[config.mk]
export PLATFORM = sky130hd
export DESIGN_NAME = dll_code_ctrl
export DESIGN_NICKNAME = d
export VERILOG_FILES = /design/src/rtl/dll_code_pkg.sv /design/src/rtl/dll_code_step.sv /design/src/rtl/dll_lock_det.sv /design/src/rtl/dll_code_publish.sv /design/src/rtl/dll_code_ctrl.sv
export SDC_FILE = /design/constraint.sdc
export NUM_CORES = 1
export LEC_CHECK = 0
export BUFFER_PORTS_ARGS = -buffer_cell sky130_fd_sc_hd__buf_2
export CORE_UTILIZATION = 52
export CTS_CLUSTER_SIZE = 24
export DETAILED_ROUTE_END_ITERATION = 10
export GPL_ROUTABILITY_DRIVEN = 0
export PLACE_DENSITY = 0.83
export SLEW_MARGIN = 20
export SYNTH_ARGS = -nofsm -noshare
export SYNTH_HDL_FRONTEND = slang
export SYNTH_SLANG_ARGS = --single-unit
export TNS_END_PERCENT = 30
[constraint.sdc]
create_clock -name clk -period 1.6 [get_ports clk]
set_input_delay 0 -clock clk [delete_from_list [all_inputs] [get_ports clk]]
set_output_delay 0 -clock clk [all_outputs]
set_load 0.02 [all_outputs]
[src/rtl/dll_code_pkg.sv]
package dll_code_pkg;
  typedef enum logic {
    DIR_EARLY = 1'b0,
    DIR_LATE  = 1'b1
  } cmp_dir_e;
endpackage

[src/rtl/dll_code_step.sv]
module dll_code_step #(
  parameter int CODE_W = 8
) (
  input  logic              clk,
  input  logic              rst,
  input  logic              hold,
  input  logic              force_max,
  input  logic              step_en,
  input  logic              step_up,
  output logic [CODE_W-1:0] code_q
);
  localparam logic [CODE_W-1:0] CODE_MID = CODE_W'(1) << (CODE_W - 1);
  localparam logic [CODE_W-1:0] CODE_MAX = {CODE_W{1'b1}};
  localparam logic [CODE_W-1:0] CODE_MIN = '0;

  always_ff @(posedge clk) begin
    if (rst) begin
      code_q <= CODE_MID;
    end else if (hold) begin
      code_q <= code_q;
    end else if (force_max) begin
      code_q <= CODE_MAX;
    end else if (step_en) begin
      if (step_up) begin
        if (code_q != CODE_MAX) code_q <= code_q + CODE_W'(1);
      end else begin
        if (code_q != CODE_MIN) code_q <= code_q - CODE_W'(1);
      end
    end
  end
endmodule

[src/rtl/dll_lock_det.sv]
module dll_lock_det #(
  parameter int LOCK_RUN   = 16,
  parameter int UNLOCK_RUN = 8
) (
  input  logic clk,
  input  logic rst,
  input  logic hold,
  input  logic force_max,
  input  logic step_en,
  input  logic step_up,
  output logic locked
);
  localparam int ALT_W = $clog2(LOCK_RUN + 1);
  localparam int RUN_W = $clog2(UNLOCK_RUN + 1);
  localparam logic [ALT_W-1:0] ALT_TOP = ALT_W'(LOCK_RUN);
  localparam logic [RUN_W-1:0] RUN_TOP = RUN_W'(UNLOCK_RUN);

  logic             have_prev;
  logic             prev_up;
  logic [ALT_W-1:0] alt_q, alt_nx;
  logic [RUN_W-1:0] run_q, run_nx;
  logic             locked_nx;
  logic             flipped;
  logic             repeated;

  always_comb begin
    flipped  = have_prev && (step_up != prev_up);
    repeated = have_prev && (step_up == prev_up);
    if (flipped) alt_nx = (alt_q == ALT_TOP) ? alt_q : alt_q + ALT_W'(1);
    else         alt_nx = '0;
    if (repeated) run_nx = (run_q == RUN_TOP) ? run_q : run_q + RUN_W'(1);
    else          run_nx = RUN_W'(1);
    if (alt_nx == ALT_TOP)      locked_nx = 1'b1;
    else if (run_nx == RUN_TOP) locked_nx = 1'b0;
    else                        locked_nx = locked;
  end

  always_ff @(posedge clk) begin
    if (rst) begin
      have_prev <= 1'b0;
      prev_up   <= 1'b0;
      alt_q     <= '0;
      run_q     <= '0;
      locked    <= 1'b0;
    end else if (hold) begin
      locked <= locked;
    end else if (force_max) begin
      have_prev <= 1'b0;
      alt_q     <= '0;
      run_q     <= '0;
      locked    <= 1'b1;
    end else if (step_en) begin
      have_prev <= 1'b1;
      prev_up   <= step_up;
      alt_q     <= alt_nx;
      run_q     <= run_nx;
      locked    <= locked_nx;
    end
  end
endmodule

[src/rtl/dll_code_publish.sv]
module dll_code_publish #(
  parameter int CODE_W = 8
) (
  input  logic              clk,
  input  logic              rst,
  input  logic              upd_n,
  input  logic              xfer_active,
  input  logic [CODE_W-1:0] code_in,
  output logic [CODE_W-1:0] code_out,
  output logic              loaded,
  output logic              upd_violation
);
  always_ff @(posedge clk) begin
    if (rst) begin
      code_out      <= '0;
      loaded        <= 1'b0;
      upd_violation <= 1'b0;
    end else begin
      upd_violation <= !upd_n && xfer_active;
      if (!upd_n) begin
        code_out <= code_in;
        loaded   <= 1'b1;
      end
    end
  end
endmodule

[src/rtl/dll_code_ctrl.sv]
module dll_code_ctrl
  import dll_code_pkg::*;
#(
  parameter int CODE_W     = 8,
  parameter int LOCK_RUN   = 16,
  parameter int UNLOCK_RUN = 8
) (
  input  logic              clk,
  input  logic              rst,
  input  logic              freeze,
  input  logic              force_max,
  input  logic              cmp_valid,
  input  logic              cmp_late,
  input  logic              upd_n,
  input  logic              xfer_active,
  output logic [CODE_W-1:0] code_out,
  output logic              lock,
  output logic              upd_violation
);
  cmp_dir_e          dir;
  logic              step_up;
  logic [CODE_W-1:0] code_q;
  logic              locked;
  logic              loaded;

  assign dir     = cmp_dir_e'(cmp_late);
  assign step_up = (dir == DIR_LATE);

  dll_code_step #(.CODE_W(CODE_W)) u_step (
    .clk(clk), .rst(rst), .hold(freeze), .force_max(force_max),
    .step_en(cmp_valid), .step_up(step_up), .code_q(code_q)
  );

  dll_lock_det #(.LOCK_RUN(LOCK_RUN), .UNLOCK_RUN(UNLOCK_RUN)) u_lock (
    .clk(clk), .rst(rst), .hold(freeze), .force_max(force_max),
    .step_en(cmp_valid), .step_up(step_up), .locked(locked)
  );

  dll_code_publish #(.CODE_W(CODE_W)) u_pub (
    .clk(clk), .rst(rst), .upd_n(upd_n), .xfer_active(xfer_active),
    .code_in(code_q), .code_out(code_out), .loaded(loaded),
    .upd_violation(upd_violation)
  );

  assign lock = locked && loaded;
endmodule

==> flow_summary.yaml <==
hold_path:
  holdPathStages: 2
  hold_start: "upd_n"
  hp-class: "in -> reg"
yosys:
  synth_ff_type: "dfxtp_1"
  yosys_warnings: 0
  synthArstFlopShare_pct: 0
  synth_cell_type_count: 46
  synth_top_area_share_pct: 35.0
  syn_area_mm2: 0.00172
  synth-edff-count: 0
  synthCells: 191
  synth_area_per_cell_um2: 8.99
  synth_seq_cells: 30
  synth.largest_area_cell: "dfxtp_1"
  synth_area_leaders: "dfxtp_1, ha_1, nor2_1, mux2i_1, a21oi_1"
  synth.net_count: 210
  yosysSeqAreaShare_pct: 35.0
critical_path:
  crit-reg2reg-launch: "u_step.code_q[0]$_SDFFE_PP0P_"
  cp-end-kind: "flop"
  slowest_stage: "dfxtp_4"
  r2r_cells: 6
  cp.required_ns: 1.85
  cp.arrival_ns: 1.90
  cpLargestDelayFamily: "compound AO/OA/AOI/OAI gates"
  cp-startpoint: "u_step.code_q[0]$_SDFFE_PP0P_"
  critPathMaxFanout: 5
  path_class: "reg -> reg"
  critPathBufInv: 0
  crit_chain: "fa_2, a21o_1, a21oi_4, nand2b_4, a21oi_2, a221oi_2"
  slowest_delay_ns: 0.37
  cp-start-kind: "flop"
  path_depth: 6
run_status:
  status: "complete, but fails checks"
  violations: "setup timing"
route:
  vias_per_cell: 5.64
  vias: 1584
  drc: 0
  routed_wl_um: 4010
  ant_nets: 0
  drt_iter0_drc: 103
  wl_per_cell_um: 14.3
  drt_pass1_iterations: 5
timing:
  setup_viol: 2
  fin_hold_ws_ns: 0.0342
  clock_skew_ns: 0.00727
  period_minus_slack_ns: 1.65
  rsz0062_at_grt: "true"
  fin_ws_ns: -0.0518
  tns_ns: -0.0544
  fin_crit_sh_pct: 103
  slew_headroom_pct: 70.1
  tightest_slew_ns: 0.448
  fmax_mhz: 605
  finalHoldViolations: 0
  slew_violations: 0
global_routing:
  grt_pass1_vias: 1454
  grt_pass1_wl_um: 6340
  overflow: 0
  grt_max_degree: 26
  grt_usage_pct: 24.5
  antenna_found_initial: 0
layout:
  drive_gt1_share_pct: 38.4
  multi_input_area_mm2: 0.00115
  regArea_um2: 619
  fin_util_pct: 72.1
  num-nets-final: 255
  area_delta_synth_final_pct: 30.2
  fillers: 242
  diodes: 0
  fin_area_mm2: 0.00224
cts:
  clock-sinks: 30
  htreeDepth: 2
  clk_pin_slew_ns: 0.10
  clockRootBuffer: "clkbuf_4"
  cts_buffer_depth: 2
  cts_tree: "yes"
  clk_latency_ns: 0.33
  cts_inserted_buffers: 5
placement:
  io_buffers: 17
  place_ws_ns: -0.0938
  hpwl_um: 2770
  placed_cell_area_mm2: 0.00203
job:
  cap_violations: 0
floorplanning:
  fp.coreArea_mm2: 0.00310
  num_io_pins: 18
  die_w_um: 59.5
  rows: 20
  dieArea_mm2: 0.00354
  start_util_pct: 55.4
  die_h_um: 59.5
power:
  p_leak_nw: 0.979
  p_per_area_mw_per_mm2: 782
  ir_drop_uv: 615
==> final timing paths <==
path | end | slack [ns]
min reg2reg | u_pub.loaded$_SDFFE_PP0N_ | 0.47
max | u_step.code_q[6]$_SDFFE_PP0P_ | -0.05
min | u_pub.loaded$_SDFFE_PP0N_ | 0.03
max reg2reg | u_step.code_q[6]$_SDFFE_PP0P_ | -0.05
==> timing repair <==
action                                 CTS  global route
gates resized for setup                 13            18
setup buffers                            0             1
hold buffers                             1             0
endpoints found under the hold margin    1             0
pin swaps                                9            10
setup endpoints to repair                7            10
==> flip-flops by register name, summed over array words and instances, names as in the netlist <==
name and count:
u_lock.alt_q 5, u_lock.have_prev 1, u_lock.locked 1, u_lock.prev_up 1, u_lock.run_q 4, u_pub.code_out 8
u_pub.loaded 1, u_pub.upd_violation 1, u_step.code_q 8
==> through the flow <==
stage               std cells  power (W)
floorplan                 191    0.00108
global placement          271    0.00121
detailed placement        271    0.00122
CTS                       280    0.00171
global route              281    0.00184
finish                    281    0.00175
==> cells in the mapped netlist (2+ instances only) <==
cell / number
o21ai_0: 3
a21oi_1: 11
nor3_1: 5
xnor2_1: 5
nand2_1: 3
a221oi_2: 3
xor2_1: 6
nand3_1: 7
or3_1: 2
mux2i_1: 9
and2_1: 2
a211oi_1: 2
or2_2: 2
a22oi_1: 6
o211ai_1: 2
ha_1: 10
clkbuf_1: 5
and3_1: 4
o41ai_1: 2
dfxtp_1: 30
a221oi_1: 3
inv_1: 14
nand2b_1: 5
or2b_1: 2
nor2_1: 26
o211a_1: 2
==> metal layers <==
| layer | global-route usage (%) | vias to the layer above | routed length [um] |
|---|---|---|---|
| met5 | 0 | - | 0 |
| met4 | 13.3 | 0 | 82 |
| met1 | 27.2 | 755 | 1710 |
| met3 | 6.99 | 9 | 152 |
| li1 | - | 777 | - |
| met2 | 41.9 | 43 | 2060 |
==> power breakdown <==
group / switching, W / total [W] / internal, W / leakage, nW
Clock: 0.000266 / 0.000479 / 0.000213 / 0.0353
Sequential: 0.0000375 / 0.000825 / 0.000788 / 0.250
Combinational: 0.000231 / 0.000445 / 0.000213 / 0.694
Total: 0.000535 / 0.00175 / 0.00121 / 0.979
==> cell families (layout without fill, tap and decap cells) <==
group,after synthesis,after routing,share of synthesized area (%)
AO/OA/AOI/OAI,42,42,19.7
flip-flops,30,30,35.0
buffers and inverters,21,67,5.24
AND/OR/NAND/NOR,67,67,20.8
adder cells (fa/ha/maj),11,11,8.45
XOR/XNOR,11,11,5.61
multiplexers,9,9,5.24
==> cell usage in the layout (no fill, tap or decap), types with 3 or more instances in the layout <==
cell type / netlist / layout
ha_1: 10 / 6
nor3_2: 0 / 4
dfxtp_2: 0 / 6
dfxtp_4: 0 / 3
dfxtp_1: 30 / 21
nand2_1: 3 / 3
o21ai_0: 3 / 3
a221oi_2: 3 / 4
ha_4: 0 / 3
and3_1: 4 / 3
xor2_1: 6 / 5
xnor2_1: 5 / 5
nand2b_1: 5 / 4
clkbuf_4: 0 / 5
nand3_1: 7 / 7
buf_2: 0 / 17
inv_1: 14 / 13
buf_4: 1 / 27
a21oi_1: 11 / 8
mux2i_1: 9 / 9
a22oi_1: 6 / 6
nor2_1: 26 / 26
==> layout make-up <==
cell class                      count  area share (%)
Multi-Input combinational cell    140            51.5
Sequential cell                    30            27.7
Tap cell                           44            2.46
Timing Repair Buffer               45            13.3
Inverter                           14            2.35
Clock inverter                      1           0.224
Clock buffer                        7            2.46
No activity file was read; power rests on OpenSTA's default activity.
